### config.mk
export PLATFORM = sky130hd
export DESIGN_NAME = sdram_seq_ctrl
export DESIGN_NICKNAME = d
export VERILOG_FILES = /design/src/rtl/sdram_seq_pkg.sv /design/src/rtl/sdram_ref_timer.sv /design/src/rtl/sdram_rd_pipe.sv /design/src/rtl/sdram_cmd_fsm.sv /design/src/rtl/sdram_seq_ctrl.sv
export SDC_FILE = /design/constraint.sdc
export NUM_CORES = 1
export LEC_CHECK = 0
export CELL_PAD_IN_SITES_DETAIL_PLACEMENT = 1
export CELL_PAD_IN_SITES_GLOBAL_PLACEMENT = 2
export CORE_ASPECT_RATIO = 0.6
export CORE_UTILIZATION = 29
export CTS_CLUSTER_SIZE = 24
export DETAILED_ROUTE_END_ITERATION = 8
export PLACE_DENSITY = 0.73
export SLEW_MARGIN = 20
export SYNTH_ARGS = -nofsm -noshare
export SYNTH_HDL_FRONTEND = slang
export SYNTH_SLANG_ARGS = --single-unit
### constraint.sdc
create_clock -name clk -period 1.9 [get_ports clk]
set_input_delay 0.38 -clock clk [delete_from_list [all_inputs] [get_ports clk]]
set_output_delay 0.38 -clock clk [all_outputs]
set_load 0.01 [all_outputs]
### src/rtl/sdram_seq_pkg.sv
package sdram_seq_pkg;
  localparam int BANK_W  = 2;
  localparam int ROW_W   = 12;
  localparam int COL_W   = 9;
  localparam int DATA_W  = 32;
  localparam int BYTES   = DATA_W / 8;
  localparam int HADDR_W = BANK_W + ROW_W + COL_W;
  localparam int SDA_W   = ROW_W;
  localparam int AP_BIT  = 10;

  // {cs_n, ras_n, cas_n, we_n}
  typedef enum logic [3:0] {
    CMD_MRS = 4'b0000,
    CMD_REF = 4'b0001,
    CMD_PRE = 4'b0010,
    CMD_ACT = 4'b0011,
    CMD_WR  = 4'b0100,
    CMD_RD  = 4'b0101,
    CMD_NOP = 4'b0111
  } sd_cmd_e;

  typedef enum logic [2:0] {
    ST_WAIT, ST_PRE, ST_IREF1, ST_IREF2, ST_MRS, ST_IDLE, ST_RW
  } seq_st_e;

  function automatic logic [BANK_W-1:0] addr_bank(input logic [HADDR_W-1:0] ad);
    return ad[HADDR_W-1 -: BANK_W];
  endfunction

  function automatic logic [ROW_W-1:0] addr_row(input logic [HADDR_W-1:0] ad);
    return ad[COL_W +: ROW_W];
  endfunction

  function automatic logic [COL_W-1:0] addr_col(input logic [HADDR_W-1:0] ad);
    return ad[COL_W-1:0];
  endfunction

  // burst of one, sequential, latency in bits 6:4
  function automatic logic [SDA_W-1:0] mode_word(input logic cl3);
    logic [SDA_W-1:0] m;
    m = '0;
    m[6:4] = cl3 ? 3'd3 : 3'd2;
    return m;
  endfunction

  function automatic logic [SDA_W-1:0] col_word(input logic [COL_W-1:0] c);
    logic [SDA_W-1:0] w;
    w = '0;
    w[COL_W-1:0] = c;
    w[AP_BIT] = 1'b1;
    return w;
  endfunction

  function automatic int post_gap(input logic wr, input logic cl3,
                                  input int twr, input int trp);
    return wr ? (twr + trp) : ((cl3 ? 3 : 2) + trp);
  endfunction

  // value loaded into the wait counter for a command-to-command gap
  function automatic int gap_load(input int w);
    return (w < 2) ? 0 : (w - 2);
  endfunction
endpackage

### src/rtl/sdram_ref_timer.sv
module sdram_ref_timer #(
  parameter int REF_CYC = 781
) (
  input  logic clk,
  input  logic rst_n,
  input  logic en,
  input  logic serve,
  output logic pending
);
  localparam int W = $clog2(REF_CYC + 1);

  logic [W-1:0] cnt_q;
  logic         expire;

  assign expire = en && (cnt_q == '0);

  always_ff @(posedge clk or negedge rst_n) begin
    if (!rst_n) begin
      cnt_q   <= W'(REF_CYC - 1);
      pending <= 1'b0;
    end else begin
      if (!en || expire) cnt_q <= W'(REF_CYC - 1);
      else               cnt_q <= cnt_q - 1'b1;
      if (expire)        pending <= 1'b1;
      else if (serve)    pending <= 1'b0;
    end
  end

  assert_expire_sets_pending_R8: assert property (@(posedge clk) disable iff (!rst_n)
    expire |=> pending);
endmodule

### src/rtl/sdram_rd_pipe.sv
module sdram_rd_pipe
  import sdram_seq_pkg::*;
(
  input  logic              clk,
  input  logic              rst_n,
  input  logic              cl3,
  input  logic              rd_on_bus,
  input  logic [DATA_W-1:0] dq_in,
  output logic [DATA_W-1:0] rdata,
  output logic              rvalid
);
  logic [2:0] sh_q;
  logic       tap;

  assign tap = cl3 ? sh_q[2] : sh_q[1];

  always_ff @(posedge clk or negedge rst_n) begin
    if (!rst_n) begin
      sh_q   <= '0;
      rvalid <= 1'b0;
      rdata  <= '0;
    end else begin
      sh_q   <= {sh_q[1:0], rd_on_bus};
      rvalid <= tap;
      if (tap) rdata <= dq_in;
    end
  end

  assert_rvalid_single_R7: assert property (@(posedge clk) disable iff (!rst_n)
    rvalid |=> !rvalid);
endmodule

### src/rtl/sdram_cmd_fsm.sv
module sdram_cmd_fsm
  import sdram_seq_pkg::*;
#(
  parameter int PWRUP_CYC = 5000,
  parameter int TRCD      = 3,
  parameter int TRP       = 3,
  parameter int TRFC      = 7,
  parameter int TMRD      = 2,
  parameter int TWR       = 2
) (
  input  logic               clk,
  input  logic               rst_n,
  input  logic               cfg_cl3,
  input  logic               req,
  input  logic               req_we,
  input  logic [HADDR_W-1:0] req_addr,
  input  logic [DATA_W-1:0]  req_wdata,
  input  logic [BYTES-1:0]   req_be,
  input  logic               ref_pending,
  output logic               ref_serve,
  output logic               ack,
  output logic               ready,
  output logic               cl3,
  output sd_cmd_e            cmd,
  output logic [BANK_W-1:0]  ba,
  output logic [SDA_W-1:0]   a,
  output logic [BYTES-1:0]   dqm,
  output logic [DATA_W-1:0]  dq_out,
  output logic               dq_oe
);
  localparam int CNT_W = $clog2(PWRUP_CYC + TRFC + TRP + TWR + TRCD + TMRD + 8);

  seq_st_e            st_q, st_n, aft_q, aft_n;
  logic [CNT_W-1:0]   cnt_q, cnt_n;
  sd_cmd_e            cmd_n;
  logic [BANK_W-1:0]  ba_n;
  logic [SDA_W-1:0]   a_n;
  logic [BYTES-1:0]   dqm_n;
  logic [DATA_W-1:0]  dout_n;
  logic               oe_n, ack_n, ready_n, cl3_n;
  logic               lat_we_q, lat_we_n;
  logic [HADDR_W-1:0] lat_addr_q, lat_addr_n;
  logic [DATA_W-1:0]  lat_wd_q, lat_wd_n;
  logic [BYTES-1:0]   lat_be_q, lat_be_n;
  logic               wait_done;

  assign wait_done = (st_q == ST_WAIT) && (cnt_q == '0);

  always_comb begin
    st_n = st_q;  aft_n = aft_q;  cnt_n = cnt_q;
    cmd_n = CMD_NOP;  ba_n = ba;  a_n = a;  dqm_n = '1;
    dout_n = dq_out;  oe_n = 1'b0;  ack_n = 1'b0;  ref_serve = 1'b0;
    cl3_n = cl3;
    lat_we_n = lat_we_q; lat_addr_n = lat_addr_q; lat_wd_n = lat_wd_q; lat_be_n = lat_be_q;
    ready_n = ready | (wait_done && aft_q == ST_IDLE);
    unique case (st_q)
      ST_WAIT: begin
        if (cnt_q == '0) st_n = aft_q;
        else             cnt_n = cnt_q - 1'b1;
      end
      ST_PRE: begin
        cmd_n = CMD_PRE;  a_n = '0;  a_n[AP_BIT] = 1'b1;
        st_n = ST_WAIT;  aft_n = ST_IREF1;  cnt_n = CNT_W'(gap_load(TRP));
      end
      ST_IREF1: begin
        cmd_n = CMD_REF;
        st_n = ST_WAIT;  aft_n = ST_IREF2;  cnt_n = CNT_W'(gap_load(TRFC));
      end
      ST_IREF2: begin
        cmd_n = CMD_REF;
        st_n = ST_WAIT;  aft_n = ST_MRS;  cnt_n = CNT_W'(gap_load(TRFC));
      end
      ST_MRS: begin
        cmd_n = CMD_MRS;  ba_n = '0;  a_n = mode_word(cfg_cl3);  cl3_n = cfg_cl3;
        st_n = ST_WAIT;  aft_n = ST_IDLE;  cnt_n = CNT_W'(gap_load(TMRD));
      end
      ST_IDLE: begin
        if (ref_pending) begin
          cmd_n = CMD_REF;  ref_serve = 1'b1;
          st_n = ST_WAIT;  aft_n = ST_IDLE;  cnt_n = CNT_W'(gap_load(TRFC));
        end else if (req) begin
          cmd_n = CMD_ACT;  ba_n = addr_bank(req_addr);  a_n = addr_row(req_addr);
          ack_n = 1'b1;
          lat_we_n = req_we;  lat_addr_n = req_addr;  lat_wd_n = req_wdata;  lat_be_n = req_be;
          st_n = ST_WAIT;  aft_n = ST_RW;  cnt_n = CNT_W'(gap_load(TRCD));
        end
      end
      ST_RW: begin
        cmd_n = lat_we_q ? CMD_WR : CMD_RD;
        ba_n  = addr_bank(lat_addr_q);
        a_n   = col_word(addr_col(lat_addr_q));
        if (lat_we_q) begin
          oe_n = 1'b1;  dout_n = lat_wd_q;  dqm_n = ~lat_be_q;
        end else begin
          dqm_n = '0;
        end
        st_n = ST_WAIT;  aft_n = ST_IDLE;
        cnt_n = CNT_W'(gap_load(post_gap(lat_we_q, cl3, TWR, TRP)));
      end
      default: st_n = ST_WAIT;
    endcase
  end

  always_ff @(posedge clk or negedge rst_n) begin
    if (!rst_n) begin
      st_q <= ST_WAIT;  aft_q <= ST_PRE;  cnt_q <= CNT_W'(gap_load(PWRUP_CYC));
      cmd <= CMD_NOP;  ba <= '0;  a <= '0;  dqm <= '1;  dq_out <= '0;  dq_oe <= 1'b0;
      ack <= 1'b0;  ready <= 1'b0;  cl3 <= 1'b0;
      lat_we_q <= 1'b0;  lat_addr_q <= '0;  lat_wd_q <= '0;  lat_be_q <= '0;
    end else begin
      st_q <= st_n;  aft_q <= aft_n;  cnt_q <= cnt_n;
      cmd <= cmd_n;  ba <= ba_n;  a <= a_n;  dqm <= dqm_n;  dq_out <= dout_n;  dq_oe <= oe_n;
      ack <= ack_n;  ready <= ready_n;  cl3 <= cl3_n;
      lat_we_q <= lat_we_n;  lat_addr_q <= lat_addr_n;  lat_wd_q <= lat_wd_n;  lat_be_q <= lat_be_n;
    end
  end

  // age of the last activate on the bus, for the TRCD check
  logic [7:0] act_age_q;
  always_ff @(posedge clk or negedge rst_n) begin
    if (!rst_n)                 act_age_q <= '0;
    else if (cmd == CMD_ACT)    act_age_q <= 8'd1;
    else if (act_age_q != '1 && act_age_q != '0) act_age_q <= act_age_q + 1'b1;
  end

  assert_rw_after_trcd_R5: assert property (@(posedge clk) disable iff (!rst_n)
    (cmd == CMD_RD || cmd == CMD_WR) |-> (act_age_q >= 8'(TRCD)));
  assert_ack_yields_to_refresh_R8: assert property (@(posedge clk) disable iff (!rst_n)
    ack |-> !$past(ref_pending));
  assert_ready_sticky_R1: assert property (@(posedge clk) disable iff (!rst_n)
    ready |=> ready);
  assert_ack_single_R9: assert property (@(posedge clk) disable iff (!rst_n)
    ack |=> !ack);
  assert_wdata_driven_R6: assert property (@(posedge clk) disable iff (!rst_n)
    (cmd == CMD_WR) |-> dq_oe);
endmodule

### src/rtl/sdram_seq_ctrl.sv
module sdram_seq_ctrl
  import sdram_seq_pkg::*;
#(
  parameter int CLK_MHZ   = 50,
  parameter int PWRUP_US  = 100,
  parameter int REF_NS    = 15625,
  parameter int TRCD      = 3,
  parameter int TRP       = 3,
  parameter int TRFC      = 7,
  parameter int TMRD      = 2,
  parameter int TWR       = 2
) (
  input  logic        clk,
  input  logic        rst_n,
  input  logic        cfg_cl3,
  input  logic        req_i,
  input  logic        req_we_i,
  input  logic [22:0] req_addr_i,
  input  logic [31:0] req_wdata_i,
  input  logic [3:0]  req_be_i,
  output logic        ack_o,
  output logic [31:0] rd_data_o,
  output logic        rd_valid_o,
  output logic        ready_o,
  output logic        sd_cs_n,
  output logic        sd_ras_n,
  output logic        sd_cas_n,
  output logic        sd_we_n,
  output logic [1:0]  sd_ba,
  output logic [11:0] sd_a,
  output logic [3:0]  sd_dqm,
  output logic [31:0] sd_dq_o,
  output logic        sd_dq_oe,
  input  logic [31:0] sd_dq_i
);
  localparam int PWRUP_CYC = CLK_MHZ * PWRUP_US;
  localparam int REF_CYC   = (CLK_MHZ * REF_NS) / 1000;

  sd_cmd_e cmd;
  logic    ref_pending, ref_serve, cl3;

  sdram_ref_timer #(.REF_CYC(REF_CYC)) u_ref (
    .clk(clk), .rst_n(rst_n), .en(ready_o), .serve(ref_serve), .pending(ref_pending)
  );

  sdram_cmd_fsm #(
    .PWRUP_CYC(PWRUP_CYC), .TRCD(TRCD), .TRP(TRP), .TRFC(TRFC), .TMRD(TMRD), .TWR(TWR)
  ) u_fsm (
    .clk(clk), .rst_n(rst_n), .cfg_cl3(cfg_cl3),
    .req(req_i), .req_we(req_we_i), .req_addr(req_addr_i),
    .req_wdata(req_wdata_i), .req_be(req_be_i),
    .ref_pending(ref_pending), .ref_serve(ref_serve),
    .ack(ack_o), .ready(ready_o), .cl3(cl3),
    .cmd(cmd), .ba(sd_ba), .a(sd_a), .dqm(sd_dqm), .dq_out(sd_dq_o), .dq_oe(sd_dq_oe)
  );

  sdram_rd_pipe u_rd (
    .clk(clk), .rst_n(rst_n), .cl3(cl3), .rd_on_bus(cmd == CMD_RD),
    .dq_in(sd_dq_i), .rdata(rd_data_o), .rvalid(rd_valid_o)
  );

  assign {sd_cs_n, sd_ras_n, sd_cas_n, sd_we_n} = cmd;

  assert_serve_only_when_pending_R8: assert property (@(posedge clk) disable iff (!rst_n)
    ref_serve |-> ref_pending);
endmodule

# After elaboration in Yosys (flattened, before gate mapping)
# Index checks and enable logic that the tools add are counted.
[word_totals] mem_count=0 ff_bits=184 wordCells=102 latch_bits=0 ramBits=0 mem_bits_ro=0 inputBits=96 output_inout_bits=90
[op_classes] n_mul=0 magnitude_cmp=1 n_shift=0 div=0 n_addsub=4 bitwise=3 n_mux=38 n_eq_ne=13 n_reduce_logical=22
[ops] op="$pmux W13 S6" count=1
[ops] op="$mux W13" count=4
[ops] op="$pmux W12 S4" count=1
[ops] op="$add A32 B3 Y32 const B" count=1
[ops] op="$lt A32 B3 Y1 const B" count=1
[ops] op="$mux W32" count=1
[ops] op="$mux W12" count=2
[ops] op="$pmux W4 S5" count=1
[ops] op="$mux W3" count=6
[ops] op="$pmux W3 S5" count=1
[ops] op="$logic_not A13 Y1" count=1
[ops] op="$mux W1" count=13
[ops] op="$sub A13 B1 Y13 const B" count=1
[ops] op="$sub A13 B3 Y13 const B" count=1
[ops] op="$eq A3 B3 Y1 const B" count=4
[ops] op="$mux W4" count=3
[ops] op="$reduce_and A3 Y1" count=4
[ops] op="$logic_not A10 Y1" count=1
[ops] op="$mux W10" count=1
[ops] op="$sub A10 B1 Y10 const B" count=1
[ops] op="$ne A2 B2 Y1 const B" count=4
[ops] op="$eq A3 B2 Y1 const B" count=2
[ops] op="$pmux W2 S3" count=1
[ops] op="$pmux W3 S2" count=1
[ops] op="other kinds (18)" count=24

# Logic depth before layout (Yosys ltp)
# Gate-level depths: netlist (run 1).
[logic_depth] word_depth=6 ltp_mapped=8 depth_no_buf=6

# By module
# A second synthesis (run 1) with hierarchy kept.
[hier_totals] hier_cells=516 hier_area_um2=7101.8
[modules_own_cells] module="sdram_cmd_fsm" area_each_um2=5076.1 n_inst=1 seq_area_each_um2=3120.5 cells_per_inst=386
[modules_own_cells] module="sdram_rd_pipe" area_each_um2=1430.1 n_inst=1 seq_area_each_um2=900.9 cells_per_inst=73
[modules_own_cells] module="sdram_ref_timer" area_each_um2=583.1 n_inst=1 seq_area_each_um2=280.3 cells_per_inst=56
[modules_own_cells] module="sdram_seq_ctrl" area_each_um2=12.5 n_inst=1 seq_area_each_um2=0.0 cells_per_inst=1

# Worst setup path before layout (run 1)
# Ideal clock, no wire load.
[synth_path] kind="register to register" from="reg u_fsm.cnt_q[0]" to="reg u_fsm.cnt_q[2]" period_less_slack_ns=1.893 slack_ns=0.007 arrival_ns=1.813 path_stages_with_launch=9 required_time_ns=1.820 setup_ns=0.080 path_buffers=2 cell_sequence="dfrtp_1 > inv_1 > ha_1 > or4b_1 > nor4_4 > buf_4 > buf_6 > nor3_1 > o22a_1"
[synth_between] elab_chain_len=3 elab_cells_between_ends=6 classes_between="add/sub: 1; eq/ne: 1; mux: 2; reduce/logical: 2"
[synth_lines] item="start: declaration" line_no="sdram_cmd_fsm.sv:34" text="logic [CNT_W-1:0] cnt_q, cnt_n;"
[synth_lines] item="start signal: assignment" line_no="sdram_cmd_fsm.sv:111" text="st_q <= st_n; aft_q <= aft_n; cnt_q <= cnt_n;"
[synth_lines] item="$sub A13 B1 Y13 or $logic_not A13 Y1 (tied branches)" line_no="sdram_cmd_fsm.sv:59, sdram_cmd_fsm.sv:58"
[synth_lines] item="$mux W13 or $ne A2 B2 Y1 (tied branches)"
[synth_lines] item="$pmux W13 S6 or $reduce_and A3 Y1 (tied branches)"
# Several ways; a longest one is shown, not always the timed one. The select of a mux whose other input is x is not followed.
# A chain may end at the register's enable or synchronous reset.

# Worst setup path in the final report (run 1)
[layout_path] from="reg u_fsm.cnt_q[5]" to="reg u_fsm.cnt_q[1]"
[layout_between] elab_chain_len=3
[layout_lines] item="$logic_not A13 Y1" line_no="sdram_cmd_fsm.sv:58" text="if (cnt_q == '0) st_n = aft_q;"
[layout_lines] item="$ne A2 B2 Y1 (no line)"
[layout_lines] item="$reduce_and A3 Y1 (no line)"
# Every way passes these cells.

==> flow_summary.toml, run 1 <==
[floorplanning]
coreArea_sq_um = 23300
num_rows = 43
ios = 186
dieArea_sq_um = 24600
fp.dieW_um = 202
die_h_um = 122
start_util = 0.299

[synthesis]
synthAdderAreaFrac = 0.00539
avgSynthCellArea_sq_um = 13.5
synth_ff_type = "dfrtp_1"
synth-compound-area-share = 0.0775
synthArstFlopShare = 1.00
ys_warn_count = 0
synth_top_family_by_area = "multiplexers"
synthXorXnorAreaFrac = 0.00881
synth_seq_cells = 171
synth_cells = 516
synth_cell_types = 54
ys_seq_area_frac = 0.618
muxShareOfSynthArea = 0.193
synth_simple_gate_area_frac = 0.0712
synth_edf_count = 0
synthesis.area_sq_um = 6960
syn-num-nets = 615

[sta]
period_share = 1.05
worst_pin_slew_ns = 0.519
final_hold_viol_count = 0
finalSetupViolCount = 12
fin_crit_ns = 1.99
fin_setup_tns_ns = -0.611
drv_slew = 0
fmax_mhz = 503
setup_ws_ns = -0.0864
grt_setup_unrepaired = "yes"
skew_ns = 0.00800
relSlewSlack = 0.653

[clocking]
cts_buffers = 17
clk_path_buf_depth = 2
cts_tree = "yes"
clockRootBuffer = "clkbuf_16"
clkSlewWorstSetupHoldPaths_ns = 0.07
clk_latency_ns = 0.43
cts.sinks = 171
h-tree-depth = 4

[worst_setup_path]
crit_buf_inv = 2
crit_type = "reg2reg"
critPathLaunchType = "flip-flop"
r2r_slack_ns = -0.09
endpoint_kind = "flip-flop"
critPathSlowestCell = "or4_4"
path_max_fanout = 2
path_cells = "or4_4 > buf_6 > nor4_4 > buf_4 > or2_4 > mux2_4"
r2r_end = "u_fsm.cnt_q[1]"
cpPeakStageDelay_ns = 0.55
rr_startpoint = "u_fsm.cnt_q[5]"
required_ns = 2.26
r2r_cells = 6
cp.arrival_ns = 2.35
crit_family = "simple AND/OR/NAND/NOR gates"

[global_route]
grt_max_degree = 58
grt_usage = 0.168
grt_pass1_vias = 5437
grt-ovfl-total = 0
grt_pass1_wl_um = 31600
antenna_found_initial = 0

[placement]
placed_cell_area_sq_um = 9480
pre_cts_ws_ns = -0.197
dpl.hpwl_um = 14300
placed_cells = 1031
gp_congestion = 0.805
port_buffers = 184

[pwr]
p_per_area_nw_per_um2 = 1130
p_int_mw = 8.34
p_sw_mw = 3.33
power_frac_seq = 0.429
p_clk_frac = 0.284
ir_drop_v = 0.000637
leakage_nw = 4.37
switching_share = 0.285
power_frac_comb = 0.287

[hold_path]
holdPathStages = 0
whs_endpoint = "u_rd.sh_q[1]"
holdCritPathClass = "reg2reg"
hold_start = "u_rd.sh_q[0]"

[drt]
wirelength_um = 19800
routedWlPerCell_um = 18.4
vias = 5044
vias_per_cell = 4.69
drt_first_pass_iters = 4
drt-initial-drc-count = 226
drc = 0
ant_nets = 0

[cells_and_area]
fin_area_sq_um = 10300
fin_util = 0.442
num_antenna_cells = 0
drive_gt1_frac = 0.323
stdcell_count = 1076
final_nets = 848
syn2layout_area_growth_pct = 47.9

[job]
drv_cap = 0

[outcome]
status = "finished with violations"
violations = "setup timing"
[synthesized netlist by cell type, types with 2 or more instances]
library cell | n | area [sq um]
buf_1 | 3 | 11.3
xor2_1 | 2 | 17.5
clkbuf_1 | 14 | 52.6
nand3_1 | 2 | 10.0
buf_2 | 5 | 25.0
nor4_1 | 8 | 50.1
or4_1 | 4 | 30.0
nor2_1 | 19 | 71.3
nor3_1 | 6 | 30.0
or4_4 | 2 | 22.5
o22ai_1 | 2 | 12.5
o41ai_1 | 2 | 17.5
o21bai_1 | 2 | 15.0
or3_1 | 4 | 25.0
nand2b_1 | 8 | 50.1
o21a_1 | 2 | 15.0
nor2b_1 | 3 | 18.8
xnor2_1 | 5 | 43.8
a21oi_1 | 16 | 80.1
nor3b_1 | 2 | 15.0
o21ai_0 | 17 | 85.1
inv_1 | 16 | 60.1
a31oi_1 | 2 | 12.5
nand2_1 | 26 | 97.6
dfstp_2 | 18 | 473
o211ai_1 | 2 | 15.0
o2bb2ai_1 | 10 | 87.6
o31a_1 | 2 | 17.5
mux2i_1 | 7 | 70.1
buf_4 | 2 | 15.0
dfrtp_1 | 153 | 3830
o31ai_1 | 5 | 37.5
ha_1 | 3 | 37.5
mux2_2 | 113 | 1270
a22oi_1 | 10 | 75.1
[cell families after synthesis]
group / count (synthesis)
mux: 120
fa+ha+maj: 3
other cells: 1
buf+inv: 42
flops: 171
simple gates: 92
compound gates: 80
xor+xnor: 7
[routing by layer]
layer	vias to the layer above	global-route usage	wire length (um)
li1	2306	-	-
met4	0	0.0611	302
met3	18	0.0425	1210
met1	2564	0.235	9400
met2	156	0.252	8930
met5	-	0	0
[sequential cells by signal, indices dropped and copies added, names as in the netlist, 2 cells and up]
name              cells
u_fsm.dq_out         32
u_fsm.lat_wd_q       32
u_rd.rdata           32
u_fsm.cnt_q          13
u_fsm.a              12
u_fsm.lat_addr_q     11
u_ref.cnt_q          10
u_fsm.dqm             4
u_fsm.lat_be_q        4
u_fsm.aft_q           3
u_fsm.cmd             3
u_fsm.st_q            3
u_rd.sh_q             3
u_fsm.ba              2
[area by class of cell]
type,instances,area (sq um)
clock buffer,20,457
clock inverter,11,92.6
fill,2416,13000
inverter,17,63.8
multi-input combinational,303,2640
sequential,171,4300
tap,315,394
timing repair buffer,239,2350
[worst max-delay path by stage]
stage | to | cells past startpoint | start | slack [ns]
6_report | u_fsm.cnt_q[1] | 6 | u_fsm.cnt_q[5] | -0.09
5_1_grt | u_fsm.cnt_q[11] | 8 | u_fsm.cnt_q[1] | -0.14
4_1_cts | u_fsm.cnt_q[1] | 7 | u_fsm.cnt_q[0] | -0.05
3_5_place_dp | u_fsm.cnt_q[12] | 5 | req_i | -0.20
3_3_place_gp | u_fsm.lat_wd_q[2] | 5 | req_i | -0.15
2_1_floorplan | u_fsm.cnt_q[2] | 8 | u_fsm.cnt_q[0] | 0.007
[stage by stage]
step	power, mW	hold WS, ns
global route	12.3	0.361
floorplan	6.24	0.0844
CTS	11.7	0.352
global placement	7.92	0.307
detailed placement	8.11	0.321
finish	11.7	0.351
[timing repair]
item,CTS,global route
gates resized for setup,31,17
hold buffers,1,0
pin swaps,16,11
setup endpoints to repair,18,40
setup buffers,12,1
cloned,1,0
hold endpoints to repair,34,0
[worst reg2reg max path, stage by stage (launching register included)]
cell and delay (ns):
dfrtp_1 0.39, or4_4 0.55, buf_6 0.14, nor4_4 0.24, buf_4 0.18, or2_4 0.13
mux2_4 0.30
[power by group through the flow]
| stage | sequential, mW | combinational [mW] | clock (mW) |
|---|---|---|---|
| 3_5_place_dp | 5.03 | 3.08 | 0 |
| 3_3_place_gp | 4.96 | 2.96 | 0 |
| 2_1_floorplan | 5.13 | 1.12 | 0 |
| 6_report | 5.01 | 3.35 | 3.31 |
| 4_1_cts | 5.00 | 3.30 | 3.45 |
| 5_1_grt | 5.12 | 3.60 | 3.60 |
[placed cells by master, fill, tap and decap left out, types with 14 or more instances in the layout]
cell	Yosys	layout
a21oi_1	16	14
nor2_1	19	19
inv_1	16	14
nand2_1	26	24
dfrtp_1	153	153
dfstp_2	18	18
clkbuf_16	0	17
clkdlybuf4s50_1	0	175
o21ai_0	17	15
buf_4	2	42
mux2_2	113	112
Power figures use the tool's default switching activity.
==> inputs of run 2 (changes only) <==
--- a/config.mk
+++ b/config.mk
@@ -8,6 +8,7 @@
 export CELL_PAD_IN_SITES_DETAIL_PLACEMENT = 1
 export CELL_PAD_IN_SITES_GLOBAL_PLACEMENT = 2
 export CORE_ASPECT_RATIO = 0.6
+export CORE_MARGIN = 2
 export CORE_UTILIZATION = 29
 export CTS_CLUSTER_SIZE = 24
 export DETAILED_ROUTE_END_ITERATION = 8
==> run 2 against run 1 <==
The flow still finishes with violations (setup timing). Critical path depth unchanged. Final cell count unchanged. Via count decreased by 0.77%. Highest routed layer unchanged.
==> flow_summary.toml, run 2 (synthesized netlist as in run 1, its figures left out) <==
[drt]
vias_per_cell = 4.65
drt_first_pass_iters = 4
drt-initial-drc-count = 168
ant_nets = 0
drc = 0
routedWlPerCell_um = 17.9
drt-met1-wl_um = 9360
vias = 5005
wirelength_um = 19200
routed.top_layer = "met4"
met3_length_um = 1290
wl_met2_um = 8420

[pwr]
total_power_mw = 11.8
leakage_nw = 4.39
p_per_area_nw_per_um2 = 1150
ir_drop_v = 0.000538

[floorplanning]
dieArea_sq_um = 25300
start_util = 0.298
die_h_um = 124
fp.dieW_um = 204
ios = 186
num_rows = 43
coreArea_sq_um = 23300

[sta]
finalSetupViolCount = 6
final_hold_viol_count = 0
period_share = 1.03
skew_ns = 0.00621
drv_slew = 0
fin_crit_ns = 1.95
fin_setup_tns_ns = -0.121
setup_ws_ns = -0.0514
grt_setup_unrepaired = "yes"
fmax_mhz = 512

[clocking]
h-tree-depth = 4
clk_path_buf_depth = 2
cts_buffers = 17
cts_tree = "yes"
clockRootBuffer = "clkbuf_16"
cts.sinks = 171
clk_latency_ns = 0.43
clkSlewWorstSetupHoldPaths_ns = 0.07

[global_route]
grt_pass1_wl_um = 30000
grt_max_degree = 52
grt-ovfl-total = 0
grt_usage = 0.156
antenna_found_initial = 0
grt_pass1_vias = 5384

[hold_path]
holdCritPathClass = "reg2reg"

[cells_and_area]
final_nets = 847
drive_gt1_frac = 0.314
final_cell_mix = "175 x clkdlybuf4s50_1, 152 x dfrtp_1, 112 x mux2_2"
num-fill-cells = 2412
fin_util = 0.441
reg.largest.list = "u_fsm.dq_out: 32 flops, u_fsm.lat_wd_q: 32 flops, u_rd.rdata: 32 flops"
num_antenna_cells = 0
final_common_cell = "clkdlybuf4s50_1"
syn2layout_area_growth_pct = 47.8

[outcome]
violations = "setup timing"
status = "finished with violations"

[worst_setup_path]
cp.arrival_ns = 2.31
path_max_fanout = 4
critPathLaunchType = "flip-flop"
endpoint_kind = "flip-flop"
required_ns = 2.26
crit_type = "reg2reg"

[placement]
gp_congestion = 0.793
dpl.hpwl_um = 13500
port_buffers = 184

[job]
drv_cap = 0
[run 2: changes by cell type in the layout (fill, tap and decap cells not counted), sizes merged]
cell,change
buf,-1
bufinv,+2
clkbuf,+2
clkinv,-2
inv,-1
[run 2: where the power goes]
part	switching (mW)	internal (mW)
combinational	1.25	2.00
clock	1.45	2.11
sequential	0.520	4.46
total	3.22	8.57
[run 2: per-layer routing]
metal	track usage	vias up
met4	0.0503	0
li1	-	2310
met5	0	-
met3	0.0510	10
met2	0.235	161
met1	0.213	2524
[run 2: stage by stage]
stage               area (sq um)  cells  hold slack, ns  setup WS, ns
floorplan                   6960    516          0.0844       0.00708
global placement            9540   1035           0.331        -0.200
detailed placement          9540   1035           0.344        -0.204
CTS                        10200   1072           0.360       -0.0136
global route               10300   1076           0.368        -0.155
finish                     10300   1076           0.354       -0.0514
[run 2: area by class of cell]
class	count	area (sq um)	share of cell area
inverters	17	63.8	0.00620
flip-flops and latches	171	4300	0.418
clock inverters	10	141	0.0137
repair buffers	238	2350	0.229
well taps	315	394	0.0383
clock buffers	22	454	0.0441
multi-input cells	303	2580	0.251
[run 2: repair_timing]
item / 4_1_cts / 5_1_grt
hold buffers: 1 / 0
endpoints found under the hold margin: 26 / 0
gates resized for setup: 18 / 17
cloned: 1 / 0
setup endpoints to repair: 18 / 22
pin swaps: 5 / 12
setup buffers: 3 / 4
[run 2: final timing paths]
check	start	end	slack, ns	cells after the start
setup / recovery	u_fsm.cnt_q[0]	u_fsm.cnt_q[1]	-0.05	6
hold / removal	u_rd.sh_q[0]	u_rd.sh_q[1]	0.35	0
setup reg to reg	u_fsm.cnt_q[0]	u_fsm.cnt_q[1]	-0.05	6
hold reg to reg	u_rd.sh_q[0]	u_rd.sh_q[1]	0.35	0
max in group asynchronous	rst_n	u_fsm.dqm[2]	0.81	3
min in group asynchronous	rst_n	u_fsm.cnt_q[10]	0.44	2
[run 2: critical path, cell delays in order, from the launching register on]
cell	delay (ns)
dfrtp_1	0.40
inv_2	0.09
ha_4	0.13
or4b_4	0.48
nor4_4	0.29
or2_4	0.21
mux2_4	0.29
